--- config.mk ---
export PLATFORM = sky130hd
export DESIGN_NAME = usb_irq_status
export DESIGN_NICKNAME = d
export VERILOG_FILES = /design/src/rtl/usb_irq_status.sv
export SDC_FILE = /design/constraint.sdc
export NUM_CORES = 1
export LEC_CHECK = 0
export BUFFER_PORTS_ARGS = -buffer_cell sky130_fd_sc_hd__buf_4
export CORE_ASPECT_RATIO = 0.7
export CORE_UTILIZATION = 35
export DETAILED_ROUTE_END_ITERATION = 10
export MAX_ROUTING_LAYER = met4
export PLACE_DENSITY_LB_ADDON = 0.25
export SKIP_CTS_REPAIR_TIMING = 1
export SYNTH_ARGS = -nofsm -noshare
export SYNTH_HDL_FRONTEND = slang
export SYNTH_SLANG_ARGS = --single-unit
export TNS_END_PERCENT = 30
--- constraint.sdc ---
create_clock -name clk_usb -period 4.35 [get_ports clk_usb]
set_input_delay 0.2175 -clock clk_usb [delete_from_list [all_inputs] [get_ports clk_usb]]
set_output_delay 0.2175 -clock clk_usb [all_outputs]
set_load 0.03 [all_outputs]
--- src/rtl/usb_irq_status.sv ---
module usb_irq_status #(
  parameter int NUM_EP      = 6,
  parameter int SRC_W       = 8,
  parameter int IDLE_CYCLES = 144000
) (
  input  logic                    clk_usb,
  input  logic                    rst_n,
  input  logic [1:0]              line_state,
  input  logic [NUM_EP*SRC_W-1:0] ep_src,
  input  logic                    resume_en,
  input  logic                    wr_en,
  input  logic [7:0]              wr_data,
  output logic [7:0]              status,
  output logic                    irq
);
  localparam int CNT_W = $clog2(IDLE_CYCLES + 1);
  localparam logic [1:0] LS_J = 2'b01;
  localparam logic [1:0] LS_K = 2'b10;
  localparam logic [1:0] LS_SE0 = 2'b00;
  localparam int SUSP_BIT = 6;

  logic [NUM_EP-1:0] ep_any;
  logic [CNT_W-1:0]  idle_cnt;
  logic              idle_done;
  logic              susp_q, rsm_q;
  logic [1:0]        prev_ls;
  logic              is_j, left_j, idle_hit, susp_clr;
  logic              unused_wr;

  for (genvar i = 0; i < NUM_EP; i++) begin : g_ep
    assign ep_any[i] = |ep_src[i*SRC_W +: SRC_W];
  end

  assign is_j      = (line_state == LS_J);
  assign left_j    = (prev_ls == LS_J) && (line_state == LS_K || line_state == LS_SE0);
  assign idle_hit  = is_j && !idle_done && (idle_cnt == CNT_W'(IDLE_CYCLES - 1));
  assign susp_clr  = wr_en && !wr_data[SUSP_BIT];
  assign unused_wr = ^{wr_data[7], wr_data[5:0]};

  always_ff @(posedge clk_usb) begin
    if (!rst_n) begin
      idle_cnt  <= '0;
      idle_done <= 1'b0;
    end else if (!is_j) begin
      idle_cnt  <= '0;
      idle_done <= 1'b0;
    end else if (idle_hit) begin
      idle_done <= 1'b1;
    end else if (!idle_done) begin
      idle_cnt <= idle_cnt + 1'b1;
    end
  end

  always_ff @(posedge clk_usb) begin
    if (!rst_n)          susp_q <= 1'b0;
    else if (idle_hit)   susp_q <= 1'b1;
    else if (susp_clr)   susp_q <= 1'b0;
  end

  always_ff @(posedge clk_usb) begin
    if (!rst_n) begin
      prev_ls <= LS_SE0;
      rsm_q   <= 1'b0;
    end else begin
      prev_ls <= line_state;
      if (!resume_en)  rsm_q <= 1'b0;
      else if (left_j) rsm_q <= 1'b1;
    end
  end

  if (NUM_EP < 6) begin : g_pad
    assign status = {rsm_q, susp_q, {(6-NUM_EP){1'b0}}, ep_any};
  end else begin : g_nopad
    assign status = {rsm_q, susp_q, ep_any[5:0]};
  end
  assign irq = |status;


  susp_after_idle_chk: assert property (@(posedge clk_usb) disable iff (!rst_n)
    $rose(susp_q) |-> $past(line_state == LS_J));

  susp_clear_by_zero_chk: assert property (@(posedge clk_usb) disable iff (!rst_n)
    $fell(susp_q) |-> $past(wr_en && !wr_data[SUSP_BIT]));

  rsm_needs_enable_chk: assert property (@(posedge clk_usb) disable iff (!rst_n)
    $rose(rsm_q) |-> $past(resume_en) && $past(prev_ls == LS_J));

  rsm_clear_by_enable_chk: assert property (@(posedge clk_usb) disable iff (!rst_n)
    $fell(rsm_q) |-> $past(!resume_en));

  idle_restart_chk: assert property (@(posedge clk_usb) disable iff (!rst_n)
    !is_j |=> idle_cnt == '0);

  ep_write_ignored_chk: assert property (@(posedge clk_usb) disable iff (!rst_n)
    wr_en && $stable(ep_src) |-> $stable(ep_any));
endmodule

==> results_tabular.tex <==
\begin{tabular}{lr}
\hline
Metric & Value \\
\hline
\multicolumn{2}{l}{\textbf{Final layout}} \\
\quad Most used cells in the layout excluding fill and tap cells & buf\_4 (63), dfxtp\_1 (23), nand2\_1 (15), nor4\_1 (14), nand3\_1 (13) \\
\quad Fill cells & $\sim$320 \\
\quad Share of final-layout standard cells stronger than drive strength 1 & about a third \\
\quad Layout Area Growth over Synthesis & 42.4\% \\
\quad Leading cell type in the layout, fill and taps excluded & buf\_4 \\
\quad Total number of nets in the final design & between 200 and 300 \\
\quad Number of antenna diodes & 0 \\
\multicolumn{2}{l}{\textbf{CTS}} \\
\quad Number of clock buffers inserted by TritonCTS & 3 \\
\quad CTS H-Tree Depth & 1 \\
\quad Number of clock sinks & 23 \\
\quad Clock network latency to the later pin of the worst-skew pair & roughly 0.27 ns \\
\quad CTS Root Cell & clkbuf\_8 \\
\quad Buffer levels on the longest clock path & 2 \\
\quad CTS tree & done \\
\quad Clock-pin transition on the worst setup and hold timing paths & roughly 0.090 ns \\
\multicolumn{2}{l}{\textbf{Hold path}} \\
\quad Endpoint with the worst hold slack & prev\_ls[1]\$\_SDFF\_PN0\_ \\
\quad Worst hold path startpoint & line\_state[1] \\
\quad Worst hold-check path type & input port to flop \\
\quad Hold path depth & 2 \\
\multicolumn{2}{l}{\textbf{Drt}} \\
\quad Vias/cell & approximately 5 \\
\quad Post-route ant nets & 0 \\
\quad Routed vias & approximately 1,300 \\
\quad Mean routed wirelength per cell & about 13 um \\
\quad Number of violations reported at the end of detailed-routing iteration 0 & 80 \\
\quad Router iterations before antenna repair & 4 \\
\quad DR DRC count & 0 \\
\quad Detailed Route WL & between 3000 and 4000 um \\
\multicolumn{2}{l}{\textbf{Timing}} \\
\quad Final Setup Violations & 0 \\
\quad Max-slew violation count & 0 \\
\quad Achievable clock frequency & approximately 600 MHz \\
\quad RSZ-0062 raised after global routing & false \\
\quad Worst slew margin relative to its limit & 50.0\% \\
\quad Minimum period implied by the final worst setup slack & between 1.5 and 2 ns \\
\quad Sum of negative setup slack & 0 ns \\
\quad Transition time at the pin with the least slew margin & roughly 0.75 ns \\
\quad Period Utilization, post-route & between 30 and 40\% \\
\quad Hold Vio Cnt, Final & 0 \\
\quad Setup skew after layout & between 0.003 and 0.004 ns \\
\multicolumn{2}{l}{\textbf{Placed design}} \\
\quad Placer Congestion & 0.774 \\
\quad Sum of net half-perimeters after detailed placement & about 2700 um \\
\quad Count of port buffers added during placement & 63 \\
\multicolumn{2}{l}{\textbf{Die}} \\
\quad Core region area & $\sim$0.0033 mm2 \\
\quad Top-Level Pins & just over 70 \\
\quad Die height & $\sim$52 um \\
\quad Standard-cell rows & 17 \\
\quad Starting Density & between 30\% and 40\% \\
\quad Die outline area & between 0.003 and 0.004 mm2 \\
\quad Die width & roughly 74 um \\
\multicolumn{2}{l}{\textbf{Pwr}} \\
\quad Power density relative to cell area & around 220 mW/mm2 \\
\quad Power share of the combinational group & about an eighth \\
\quad Portion of total power attributed to the clock network & approximately 34\% \\
\quad Int Power & 312 uW \\
\quad Net Sw Frac & roughly 22\% \\
\quad Final total power & 402 uW \\
\quad Part of the power in registers & about 53\% \\
\quad Psw & 90.2 uW \\
\quad Maximum VDD drop & 0.114 mV \\
\quad Leak & around 0.7 nW \\
\multicolumn{2}{l}{\textbf{Global route}} \\
\quad Initial antenna violation count & 0 \\
\quad First-pass GRT wire length & just under 6000 um \\
\quad GRT Util Overall & between 20 and 25\% \\
\quad Maximum number of pins on one net before global-route repair & 19 \\
\quad Overflow left after global routing & 0 \\
\quad Number of global-route vias before repair & around 1,200 \\
\multicolumn{2}{l}{\textbf{Logic synthesis}} \\
\quad Cell area after synthesis & around 0.0013 mm2 \\
\quad Synth Flop Type & dfxtp\_1 \\
\quad Warnings, synthesis & 0 \\
\quad Mean post-synth cell area & a little over 8 um2 \\
\quad Library cells used by synthesis & 40 \\
\quad Post-Syn Instances & approximately 160 \\
\quad Biggest area consumer among synthesized cells & dfxtp\_1 \\
\quad Ranking of synthesized cells by area & dfxtp\_1 (36\%), nor4\_1 (6.9\%), nand3\_1 (5.1\%), nand2\_1 (4.4\%), nor2\_1 (3.3\%) \\
\quad Synth async-reset ratio & 0\% \\
\quad Portion of the post-synthesis area used by sequential elements & a little over a third \\
\quad Synthesized Nets & between 200 and 250 \\
\quad Number of synthesized flops with an enable pin & 0 \\
\quad Area fraction of the dominant cell type after synthesis & a little over a third \\
\quad Number of storage elements in the synthesis netlist & 23 \\
\multicolumn{2}{l}{\textbf{Outcome}} \\
\quad Status & complete, no violations \\
\multicolumn{2}{l}{\textbf{Critical path}} \\
\quad Critical R2R Capture & idle\_cnt[13]\$\_SDFFE\_PN0P\_ \\
\quad Largest delay contributor family on the critical path & simple AND/OR/NAND/NOR gates \\
\quad Arrival time worst endpoint & 1.89 ns \\
\quad Critical Path Source Type & flop \\
\quad Cell chain of the critical path & and4b\_1 > nand2\_1 > or4\_1 > a21oi\_1 \\
\quad Slowest Stage Delay on Critical Path & roughly 0.43 ns \\
\quad Required time worst endpoint & approximately 4.5 ns \\
\quad Path depth of the worst reg2reg path & 4 \\
\quad Beginning of the worst register-to-register path & idle\_done\$\_SDFFE\_PN0P\_ \\
\quad Setup crit end kind & flop \\
\quad Setup Crit Path Kind & flop to flop \\
\quad Worst-path fanout max & 13 \\
\quad Critical Path Slowest Stage Cell & dfxtp\_1 \\
\quad Setup slack on the worst flop-to-flop path & around 2.6 ns \\
\quad Total buffers and inverters traversed by the critical path & 0 \\
\multicolumn{2}{l}{\textbf{Job}} \\
\quad Max-Cap Viols & 0 \\
\hline
\end{tabular}
[state kept, by name, indices dropped and copies added, names as in the netlist]
signal,flops
idle_cnt,18
prev_ls,2
idle_done,1
rsm_q,1
susp_q,1
[per-stage QoR]
step	cells	hold WS [ns]	setup slack [ns]	utilization [%]	instance area, um2
6_report	263	0.177	2.65	54.8	1810
4_1_cts	263	0.171	2.64	54.8	1810
3_3_place_gp	259	0.453	2.67	53.4	1760
3_5_place_dp	259	0.454	2.67	53.4	1760
2_1_floorplan	157	0.337	2.85	-	1270
5_1_grt	263	0.169	2.49	54.8	1810
[Yosys cell counts, drive strengths merged (3+ instances only)]
cell type and count:
a21oi 8, a31oi 3, and2 3, and3 3
and4 3, buf 4, clkbuf 4, dfxtp 23
nand2 15, nand2b 3, nand3 13, nand4 7
nor2 11, nor3 6, nor4 14, o21ai 5
o31ai 3, or4 3, xor2 4
[power by group through the flow]
stage	sequential, mW	combinational (mW)	clock [mW]
4_1_cts	0.215	0.0502	0.141
5_1_grt	0.215	0.0539	0.151
3_5_place_dp	0.220	0.0501	0
2_1_floorplan	0.219	0.0104	0
3_3_place_gp	0.219	0.0497	0
6_report	0.215	0.0500	0.138
[worst reg2reg max path: stages, from the launching register on]
cell,delay [ns]
dfxtp_1,0.43
and4b_1,0.42
nand2_1,0.20
or4_1,0.43
a21oi_1,0.14
[routing by layer]
layer,up-vias,track usage (%),part of all wire [%]
li1,718,-,-
met1,597,29.4,54
met2,22,28.8,42
met3,7,5.58,3.5
met4,0,5.13,0.81
met5,-,-,0
[logic make-up after synthesis]
kind of cell / count (synthesis) / synth area share, %
compound gates: 26 / 13.2
xor+xnor: 5 / 3.45
fa+ha+maj: 1 / 0.987
buf+inv: 10 / 3.75
flops: 23 / 36.3
simple gates: 92 / 42.3
[how the worst max path moves through the flow]
| stage | start | end | slack (ns) | depth (start not counted) |
|---|---|---|---|---|
| after floorplan | idle_cnt[0]$_SDFFE_PN0P_ | idle_cnt[14]$_SDFFE_PN0P_ | 2.85 | 6 |
| after global placement | idle_done$_SDFFE_PN0P_ | idle_cnt[13]$_SDFFE_PN0P_ | 2.67 | 4 |
| after detailed placement | idle_done$_SDFFE_PN0P_ | idle_cnt[13]$_SDFFE_PN0P_ | 2.67 | 4 |
| after CTS | idle_done$_SDFFE_PN0P_ | idle_cnt[13]$_SDFFE_PN0P_ | 2.64 | 4 |
| after global routing | idle_done$_SDFFE_PN0P_ | idle_cnt[13]$_SDFFE_PN0P_ | 2.49 | 4 |
| final | idle_done$_SDFFE_PN0P_ | idle_cnt[13]$_SDFFE_PN0P_ | 2.65 | 4 |
[final cells by class]
| cell class | instances | area, um2 | share of cell area [%] |
|---|---|---|---|
| Clock buffer | 3 | 41.3 | 2.29 |
| Sequential cell | 23 | 460 | 25.5 |
| Tap cell | 47 | 58.8 | 3.26 |
| Multi-Input combinational cell | 124 | 759 | 42.1 |
| Clock inverter | 1 | 5.00 | 0.277 |
| Inverter | 2 | 7.51 | 0.416 |
| Timing Repair Buffer | 63 | 473 | 26.2 |
No activity file was read; power rests on OpenSTA's default activity.
